File: src/rtl/spi_seq_pkg.sv
package spi_seq_pkg;

  typedef enum logic [1:0] {
    MODE_DUPLEX  = 2'd0,
    MODE_RX_ONLY = 2'd1,
    MODE_TX_ONLY = 2'd2,
    MODE_UNUSED  = 2'd3
  } xfer_mode_e;

  // receive side takes part in the exchange
  function automatic logic rx_active(xfer_mode_e m);
    return m != MODE_TX_ONLY;
  endfunction

  // transmit side takes part in the exchange
  function automatic logic tx_active(xfer_mode_e m);
    return m != MODE_RX_ONLY;
  endfunction

endpackage

File: src/rtl/spi_seq_trig.sv
module spi_seq_trig (
  input  logic clk,
  input  logic rst_ni,
  input  logic ch_en,
  input  logic tx_wr,
  input  logic rx_rd,
  input  logic consume,
  output logic pend
);
  logic en_prev_q, en_prev_d;
  logic pend_q, pend_d;
  logic trig;

  always_comb begin
    trig      = tx_wr | rx_rd | (ch_en & ~en_prev_q);
    en_prev_d = ch_en;
    pend_d    = trig | (pend_q & ~consume);
  end

  always_ff @(posedge clk or negedge rst_ni) begin
    if (!rst_ni) begin
      en_prev_q <= 1'b0;
      pend_q    <= 1'b0;
    end else begin
      en_prev_q <= en_prev_d;
      pend_q    <= pend_d;
    end
  end

  assign pend = pend_q;

  // every trigger leaves an attempt request behind
  a_r3_trigger_pends: assert property (@(posedge clk) disable iff (!rst_ni)
    (tx_wr || rx_rd) |=> pend_q);

endmodule

File: src/rtl/spi_seq_flags.sv
module spi_seq_flags
  import spi_seq_pkg::*;
(
  input  logic       clk,
  input  logic       rst_ni,
  input  xfer_mode_e mode,
  input  logic       tx_wr,
  input  logic       rx_rd,
  input  logic       done_acc,
  output logic       tx_empty,
  output logic       rx_full,
  output logic       eot
);
  logic tx_empty_q, tx_empty_d;
  logic rx_full_q, rx_full_d;
  logic eot_q, eot_d;

  always_comb begin
    tx_empty_d = tx_empty_q;
    rx_full_d  = rx_full_q;
    eot_d      = eot_q;
    if (done_acc) begin
      tx_empty_d = 1'b1;
      eot_d      = 1'b1;
      rx_full_d  = rx_full_q | rx_active(mode);
    end else begin
      if (tx_wr) begin
        tx_empty_d = 1'b0;
        eot_d      = 1'b0;
      end
      if (rx_rd) rx_full_d = 1'b0;
    end
  end

  always_ff @(posedge clk or negedge rst_ni) begin
    if (!rst_ni) begin
      tx_empty_q <= 1'b1;
      rx_full_q  <= 1'b0;
      eot_q      <= 1'b0;
    end else begin
      tx_empty_q <= tx_empty_d;
      rx_full_q  <= rx_full_d;
      eot_q      <= eot_d;
    end
  end

  assign tx_empty = tx_empty_q;
  assign rx_full  = rx_full_q;
  assign eot      = eot_q;

  // completion sets transmit empty and end of transfer
  a_r7_done_sets: assert property (@(posedge clk) disable iff (!rst_ni)
    done_acc |=> (tx_empty_q && eot_q));
  // transmit-only completion never raises receive full
  a_r7_txonly_rx: assert property (@(posedge clk) disable iff (!rst_ni)
    (done_acc && mode == MODE_TX_ONLY && !rx_full_q) |=> !rx_full_q);
  // a write with no completion clears transmit empty
  a_r3_write_clears: assert property (@(posedge clk) disable iff (!rst_ni)
    (tx_wr && !done_acc) |=> !tx_empty_q);
  // a read with no completion clears receive full
  a_r3_read_clears: assert property (@(posedge clk) disable iff (!rst_ni)
    (rx_rd && !done_acc) |=> !rx_full_q);

endmodule

File: src/rtl/spi_seq_ctrl.sv
module spi_seq_ctrl
  import spi_seq_pkg::*;
(
  input  logic       clk,
  input  logic       rst_ni,
  input  xfer_mode_e mode,
  input  logic       ch_en,
  input  logic       turbo,
  input  logic       single_mode,
  input  logic       force_cs,
  input  logic       pend,
  input  logic       tx_empty,
  input  logic       rx_full,
  input  logic       eng_done,
  output logic       consume,
  output logic       done_acc,
  output logic       start,
  output logic       drive
);
  logic busy_q, busy_d;
  logic start_q, start_d;
  logic drive_q, drive_d;
  logic rx_block, tx_block, go;

  always_comb begin
    rx_block = rx_full & rx_active(mode) & ~turbo;
    tx_block = tx_empty & tx_active(mode);
    consume  = pend & ~busy_q;
    go       = consume & ch_en & ~rx_block & ~tx_block;
    done_acc = eng_done & busy_q;
    start_d  = go;
    drive_d  = go ? (~single_mode | force_cs) : drive_q;
    if (go)
      busy_d = 1'b1;
    else if (done_acc)
      busy_d = 1'b0;
    else
      busy_d = busy_q;
  end

  always_ff @(posedge clk or negedge rst_ni) begin
    if (!rst_ni) begin
      busy_q  <= 1'b0;
      start_q <= 1'b0;
      drive_q <= 1'b0;
    end else begin
      busy_q  <= busy_d;
      start_q <= start_d;
      drive_q <= drive_d;
    end
  end

  assign start = start_q;
  assign drive = drive_q;

  // start lasts one cycle
  a_r5_start_pulse: assert property (@(posedge clk) disable iff (!rst_ni)
    start_q |=> !start_q);
  // no start while a word is in flight
  a_r5_no_restart: assert property (@(posedge clk) disable iff (!rst_ni)
    (busy_q && !eng_done) |=> !start_q);
  // nothing starts while the channel is disabled
  a_r4_enable_gate: assert property (@(posedge clk) disable iff (!rst_ni)
    !ch_en |=> !start_q);

endmodule

File: src/rtl/spi_seq_irq.sv
module spi_seq_irq
  import spi_seq_pkg::*;
(
  input  logic       clk,
  input  logic       rst_ni,
  input  xfer_mode_e mode,
  input  logic       ch_en,
  input  logic       turbo,
  input  logic       dma_tx_en,
  input  logic       dma_rx_en,
  input  logic       tx_empty,
  input  logic       rx_full,
  output logic       ev_tx,
  output logic       ev_rx,
  output logic       dreq_tx,
  output logic       dreq_rx
);
  logic tx_cond, rx_cond;
  logic tx_prev_q, tx_prev_d;
  logic rx_prev_q, rx_prev_d;

  always_comb begin
    tx_cond   = tx_empty & tx_active(mode);
    rx_cond   = rx_full & rx_active(mode) & ~turbo;
    tx_prev_d = tx_cond;
    rx_prev_d = rx_cond;
    ev_tx     = tx_cond & ~tx_prev_q;
    ev_rx     = rx_cond & ~rx_prev_q;
    dreq_tx   = ch_en & dma_tx_en & tx_empty & tx_active(mode);
    dreq_rx   = ch_en & dma_rx_en & rx_full & rx_active(mode);
  end

  always_ff @(posedge clk or negedge rst_ni) begin
    if (!rst_ni) begin
      tx_prev_q <= 1'b1;
      rx_prev_q <= 1'b0;
    end else begin
      tx_prev_q <= tx_prev_d;
      rx_prev_q <= rx_prev_d;
    end
  end

  // events are single-cycle pulses
  a_r10_tx_pulse: assert property (@(posedge clk) disable iff (!rst_ni)
    ev_tx |=> !ev_tx);
  a_r10_rx_pulse: assert property (@(posedge clk) disable iff (!rst_ni)
    ev_rx |=> !ev_rx);
  // transmit request only with transmit empty
  a_r8_dma_tx: assert property (@(posedge clk) disable iff (!rst_ni)
    dreq_tx |-> (tx_empty && ch_en));
  // receive request only with receive full
  a_r9_dma_rx: assert property (@(posedge clk) disable iff (!rst_ni)
    dreq_rx |-> (rx_full && ch_en));

endmodule

File: src/rtl/spi_xfer_seq.sv
module spi_xfer_seq
  import spi_seq_pkg::*;
#(
  parameter int WLEN_W   = 5,
  parameter int WLEN_MIN = 3
) (
  input  logic              clk,
  input  logic              rst_n,
  input  logic [1:0]        cfg_mode,
  input  logic [WLEN_W-1:0] cfg_wlen,
  input  logic              cfg_turbo,
  input  logic              cfg_force,
  input  logic              cfg_dma_tx,
  input  logic              cfg_dma_rx,
  input  logic              ch_en,
  input  logic              single_mode,
  input  logic              tx_wr,
  input  logic              rx_rd,
  input  logic              eng_done,
  output logic              eng_start,
  output logic              eng_drive,
  output logic [WLEN_W:0]   word_len,
  output logic              cfg_mode_bad,
  output logic              cfg_wlen_bad,
  output logic              st_rx_full,
  output logic              st_tx_empty,
  output logic              st_eot,
  output logic              ev_tx_empty,
  output logic              ev_rx_full,
  output logic              dma_tx_req,
  output logic              dma_rx_req
);
  localparam int LEN_W = WLEN_W + 1;

  logic       rst_s1_q, rst_s2_q;
  logic       rst_ni;
  xfer_mode_e mode;
  logic       pend, consume, done_acc;

  always_ff @(posedge clk or negedge rst_n) begin
    if (!rst_n) begin
      rst_s1_q <= 1'b0;
      rst_s2_q <= 1'b0;
    end else begin
      rst_s1_q <= 1'b1;
      rst_s2_q <= rst_s1_q;
    end
  end
  assign rst_ni = rst_s2_q;

  assign mode         = xfer_mode_e'(cfg_mode);
  assign word_len     = LEN_W'(cfg_wlen) + LEN_W'(1);
  assign cfg_mode_bad = (mode == MODE_UNUSED);
  assign cfg_wlen_bad = (int'(cfg_wlen) < WLEN_MIN);

  spi_seq_trig u_trig (
    .clk     (clk),
    .rst_ni  (rst_ni),
    .ch_en   (ch_en),
    .tx_wr   (tx_wr),
    .rx_rd   (rx_rd),
    .consume (consume),
    .pend    (pend)
  );

  spi_seq_ctrl u_ctrl (
    .clk         (clk),
    .rst_ni      (rst_ni),
    .mode        (mode),
    .ch_en       (ch_en),
    .turbo       (cfg_turbo),
    .single_mode (single_mode),
    .force_cs    (cfg_force),
    .pend        (pend),
    .tx_empty    (st_tx_empty),
    .rx_full     (st_rx_full),
    .eng_done    (eng_done),
    .consume     (consume),
    .done_acc    (done_acc),
    .start       (eng_start),
    .drive       (eng_drive)
  );

  spi_seq_flags u_flags (
    .clk      (clk),
    .rst_ni   (rst_ni),
    .mode     (mode),
    .tx_wr    (tx_wr),
    .rx_rd    (rx_rd),
    .done_acc (done_acc),
    .tx_empty (st_tx_empty),
    .rx_full  (st_rx_full),
    .eot      (st_eot)
  );

  spi_seq_irq u_irq (
    .clk       (clk),
    .rst_ni    (rst_ni),
    .mode      (mode),
    .ch_en     (ch_en),
    .turbo     (cfg_turbo),
    .dma_tx_en (cfg_dma_tx),
    .dma_rx_en (cfg_dma_rx),
    .tx_empty  (st_tx_empty),
    .rx_full   (st_rx_full),
    .ev_tx     (ev_tx_empty),
    .ev_rx     (ev_rx_full),
    .dreq_tx   (dma_tx_req),
    .dreq_rx   (dma_rx_req)
  );

  // the drive qualifier follows the single/force setting at start
  a_r6_drive: assert property (@(posedge clk) disable iff (!rst_ni)
    $rose(eng_start) |-> (eng_drive == ($past(~single_mode) | $past(cfg_force))));
  // bits per word is never zero
  a_r2_len_nonzero: assert property (@(posedge clk) disable iff (!rst_ni)
    word_len != '0);

endmodule

File: config.mk
export PLATFORM = sky130hd
export DESIGN_NAME = spi_xfer_seq
export DESIGN_NICKNAME = d
export VERILOG_FILES = /design/src/rtl/spi_seq_pkg.sv /design/src/rtl/spi_seq_trig.sv /design/src/rtl/spi_seq_flags.sv /design/src/rtl/spi_seq_ctrl.sv /design/src/rtl/spi_seq_irq.sv /design/src/rtl/spi_xfer_seq.sv
export SDC_FILE = /design/constraint.sdc
export NUM_CORES = 1
export LEC_CHECK = 0
export ABC_AREA = 1
export CORE_MARGIN = 4
export CORE_UTILIZATION = 40
export CTS_BUF_LIST = sky130_fd_sc_hd__clkbuf_4 sky130_fd_sc_hd__clkbuf_8
export DETAILED_ROUTE_END_ITERATION = 10
export PLACE_DENSITY = 0.78
export RECOVER_POWER = 50
export SETUP_SLACK_MARGIN = 0.4
export SKIP_LAST_GASP = 1
export SYNTH_ARGS = -nofsm -noshare
export SYNTH_HDL_FRONTEND = slang
export SYNTH_HIERARCHICAL = 1
export SYNTH_SLANG_ARGS = --single-unit
File: constraint.sdc
create_clock -name clk -period 0.9 [get_ports clk]
set_clock_uncertainty 0.05 [all_clocks]
set_input_delay 0.18 -clock clk [delete_from_list [all_inputs] [get_ports clk]]
set_output_delay 0.18 -clock clk [all_outputs]
set_load 0.005 [all_outputs]
=== After elaboration in Yosys (flattened, before gate mapping) ===
Index checks and enable logic that the tools add are counted.

* Add/subtract/negate cells: 1
* Bitwise operators: 32
* Equal/unequal tests: 3
* Reduce and logical (&&, ||, !) cells: 3
* $lt $le $gt $ge: 1
* Multiplexer cells: 6

{| class="wikitable"
|+ Operator list
! operator !! number
|-
| AND 1 bit || 18
|-
| inverter 1 bit || 9
|-
| adder 5 x 1 -> 6 bit, second input constant || 1
|-
| two-way mux 1 bit || 6
|-
| nonzero test 2 bit || 3
|-
| less-than comparator 5 x 2 -> 1 bit, second input constant || 1
|-
| bitwise OR 1 bit || 5
|-
| equality test 2 bit, second input constant || 1
|-
| != test 2 x 1 -> 1 bit, second input constant || 1
|-
| != test 2 bit, second input constant || 1
|}

* Input port bits: 18
* Output and inout port bits: 17
* Word-level logic and storage cells: 58
* Register bits after elaboration: 12

=== Depth between registers and ports, before layout ===
* Depth in word-level cells: 7
* Depth in mapped cells: 6
* Mapped depth without buffers: 6

=== Cells and area by module ===
The synthesis kept the hierarchy.

{| class="wikitable"
|+ Modules (own cells, without submodules)
! module !! area an instance (sq um) !! cells each !! instances !! sequential area each (sq um)
|-
| spi_seq_ctrl || 181.4 || 26 || 1 || 75.1
|-
| spi_xfer_seq || 161.4 || 25 || 1 || 50.0
|-
| spi_seq_flags || 128.9 || 16 || 1 || 76.3
|-
| spi_seq_irq || 118.9 || 15 || 1 || 51.3
|-
| spi_seq_trig || 73.8 || 8 || 1 || 50.0
|}

=== Worst setup path after synthesis ===
No wires, ideal clock.

* Path type: register -> output
* Start point: register u_flags.tx_empty_q (netlist: u_flags/tx_empty)
* End point: output dma_tx_req
* Data required time: 0.670 ns
* Stages on the path, launching flop included: 3
* Path buffers: 0
* Arrival time: 0.712 ns
* Path slack: -0.042 ns
* Cell sequence: dfstp_2 > o21ai_2 > nor2_1

* Longest elaborated chain between the ends: 2

{| class="wikitable"
|+ RTL lines
! what !! RTL line !! RTL
|-
| start, declared || spi_seq_flags.sv:14 || <nowiki>logic tx_empty_q, tx_empty_d;</nowiki>
|-
| start signal, assigned || spi_seq_flags.sv:41 || <nowiki>tx_empty_q <= tx_empty_d;</nowiki>
|-
| AND 1 bit (2 in series) || spi_seq_irq.sv:29 || <nowiki>dreq_tx = ch_en & dma_tx_en & tx_empty & tx_active(mode);</nowiki>
|-
| end, declared || spi_xfer_seq.sv:30 || <nowiki>output logic dma_tx_req,</nowiki>
|}

No other way between the ends.

=== Worst setup path after layout ===
* Start point: register u_flags.tx_empty_q (netlist: u_flags/tx_empty)
* End point: output ev_tx_empty

* Longest elaborated chain between the ends: 2

{| class="wikitable"
|+ RTL lines
! what !! RTL line !! RTL
|-
| AND 1 bit || spi_seq_irq.sv:23 || <nowiki>tx_cond = tx_empty & tx_active(mode);</nowiki>
|-
| AND 1 bit || spi_seq_irq.sv:27 || <nowiki>ev_tx = tx_cond & ~tx_prev_q;</nowiki>
|-
| end, declared || spi_xfer_seq.sv:28 || <nowiki>output logic ev_tx_empty,</nowiki>
|}

No other way between the ends.

==> metrics.md <==
| Metric | Value |
|---|---|
| Crit path capture type | `output port` |
| RSZ-0062 raised after global routing | `yes` |
| CTS Hold Bufs | `0` |
| GPL Wtd Cong | `0.783` |
| Post-synthesis average cell area | `7.38 um2` |
| Internal power | `1.51 mW` |
| Remaining Overflow, GRT | `0` |
| Syn Inst Count | `90` |
| Core Region | `1540 um2` |
| Reg clk slew, reported paths | `80 ps` |
| Netlist cell types | `21` |
| Maximum clock path buffer count | `2` |
| Min Tclk post-route | `1440 ps` |
| Final WL | `2.35 mm` |
| Max Fclk | `694 MHz` |
| Worst-path fanout max | `3` |
| Number of global-route vias before repair | `885` |
| Sequential cell fraction of total power | `32.8%` |
| Setup TNS | `-4620 ps` |
| Htree depth | `1` |
| CP max stage delay | `550 ps` |
| Worst hold margin | `69.4 ps` |
| CP arrival | `1210 ps` |
| Area Growth Syn to Fin | `99.8%` |
| IR drop worst, VDD | `1.42 mV` |
| CP max stage cell | `dfstp_2` |
| Fin cells | `165` |
| CTS tree | `yes` |
| Ports | `35` |
| Clk sinks | `12` |
| First-pass DRT Iterations | `4` |
| Cell Area, Synth | `664 um2` |
| Die Ht | `48.8 um` |
| First-pass GRT wire length | `3.71 mm` |
| Top post-synthesis cells by area | `dfrtp_1, inv_1, nand2_1` |
| Number of synthesized flops with an enable pin | `0` |
| Worst Path Class, Setup | `reg2out` |
| Switch share | `33.4%` |
| Root Buffer | `clkbuf_4` |
| Antenna fix cells | `0` |
| Clk_lat worst skew | `280 ps` |
| Die width | `48.8 um` |
| Final hold violation count | `0` |
| Dpl hpwl | `1.43 mm` |
| Inserted Clock Buffers | `3` |
| Rows | `14` |
| Top FF cell, synth | `dfrtp_1` |
| Share of the synthesized area in the top cell type | `37.7%` |
| Layout cells sized above 1 | `59.7%` |
| Die area | `2380 um2` |
| Vias | `796` |
| Iter 0 DRT Violations | `8` |
| Commonest cells post-synth | `inv_1, nand2_1, dfrtp_1` |
| Nature of the critical path startpoint | `flip-flop` |
| Hold WC Path Type | `in2async` |
| Yosys reg bits | `12` |
| Starting Density | `43.1%` |
| Clock Power Share | `19.9%` |
| Routed Antenna Nets | `0` |
| Final Setup Violations | `20` |
| Combinational power share | `47.3%` |
| Max-Cap Viols | `0` |
| Leak pwr | `0.728 nW` |
| Placed Cells | `147` |
| Initial antenna violation count | `0` |
| Design Power | `2.27 mW` |
| Port Buffers | `34` |
| Count leader, synth | `inv_1` |
| Crit path required time | `670 ps` |
| Nets | `169` |
| Psw | `758 uW` |
| Synth Warn # | `6` |
| WL/cell | `14.2 um` |
| Pins over their slew limit | `0` |
| Largest net degree at the start of global routing | `11` |
| PwrDens | `1710 nW/um2` |
| Post-synthesis net count | `109` |
| Worst-path cell chain | `buf_6, o21ai_4, nor2_1, buf_2` |
| Seq/Total Area, Yosys | `45.6%` |
| Status | `finished, violations left` |
| Failing checks | `negative setup slack` |
| Fraction of registers with async set/reset | `100%` |
| Post-route clock period utilization | `160%` |
| Vias/cell | `4.82` |
| Post-route DRC | `0` |
| Worst Slack Setup Final | `-541 ps` |
| GRT Util Overall | `19.4%` |
| Synth area leader | `dfrtp_1` |
==> stage by stage <==
step                setup slack (ps)  utilization (%)  area [um2]
CTS                             -531             81.9        1260
global route                    -582             86.1        1330
global placement                -919             73.2        1130
detailed placement              -953             73.2        1130
finish                          -541             86.1        1330
floorplan                      -41.5                -         723
==> layout make-up <==
type                            instances  area (um2)
Inverter                               26         100
Timing Repair Buffer                   56         502
Clock buffer                            4        36.3
Multi-Input combinational cell         51         367
Tap cell                               16        20.0
Fill cell                              81         214
Sequential cell                        12         303
==> kinds of logic after synthesis <==
family / synth area share (%)
other cells: 0.564
buf+inv: 15.4
flops: 45.6
simple gates: 30.9
xor+xnor: 1.32
compound gates: 4.33
fa+ha+maj: 1.88
==> path summary, 6_finish.rpt <==
kind / start / endpoint / slack (ps) / cells past startpoint
worst max-delay path: u_flags/tx_empty / ev_tx_empty / -540 / 4
worst min-delay path: rst_n / rst_s1_q / 70 / 1
worst max register to register: u_flags/tx_empty / u_ctrl/busy_q / -300 / 6
worst min register to register: rst_ni / u_trig/pend / 130 / 0
max in group asynchronous: rst_ni / u_irq/tx_prev_q / 330 / 0
min in group clk: ch_en / u_trig/en_prev_q / 240 / 1
==> what timing repair did <==
action | in CTS | in global routing
pin swaps | 14 | 13
setup buffers | 11 | 3
endpoints found under the setup margin | 38 | 27
resized for setup | 134 | 18
hold endpoints to repair | 0 | 2
==> sequential cells by signal, summed over array words and instances, names as in the netlist <==
| register | count |
|---|---|
| rst_ni | 1 |
| rst_s1_q | 1 |
| u_ctrl/busy_q | 1 |
| u_ctrl/drive | 1 |
| u_ctrl/start | 1 |
| u_flags/eot | 1 |
| u_flags/rx_full | 1 |
| u_flags/tx_empty | 1 |
| u_irq/rx_prev_q | 1 |
| u_irq/tx_prev_q | 1 |
| u_trig/en_prev_q | 1 |
| u_trig/pend | 1 |
==> critical path, delay by kind of cell, from the launching register on <==
| family | cells | cell delay, ps |
|---|---|---|
| AOI/OAI and AO/OA | 1 | 60 |
| buffers and inverters | 2 | 220 |
| DFF | 1 | 550 |
| and+or+nand+nor | 1 | 100 |
==> power groups by stage <==
stage	logic (mW)	registers [mW]	clock network, mW
after floorplan	0.289	0.763	0
after global placement	0.728	0.748	0
after detailed placement	0.751	0.753	0
after CTS	0.963	0.742	0.443
after global routing	1.16	0.759	0.497
final	1.07	0.745	0.452
==> metal layers <==
| metal | GRT usage [%] | up-vias | wire length (um) |
|---|---|---|---|
| met3 | 5.83 | 8 | 129 |
| met4 | 9.42 | 0 | 100 |
| met1 | 20.7 | 370 | 818 |
| met5 | 0 | - | 0 |
| met2 | 34.1 | 32 | 1300 |
| li1 | - | 386 | - |
==> layout by cell type, fill, tap and decap left out, drive strengths merged <==
cell type      instances
dfstp                  2
a21oi                  1
clkbuf                 4
o21ai                  4
nor2                   7
nand4                  3
nor3                   1
dlygate4sd3            1
xor2                   1
nand3                  8
buf                   46
inv                   26
clkdlybuf4s50          8
nand2                 24
dlygate4sd2            1
conb                   1
ha                     1
dfrtp                 10
No activity file was read; power rests on OpenSTA's default activity.
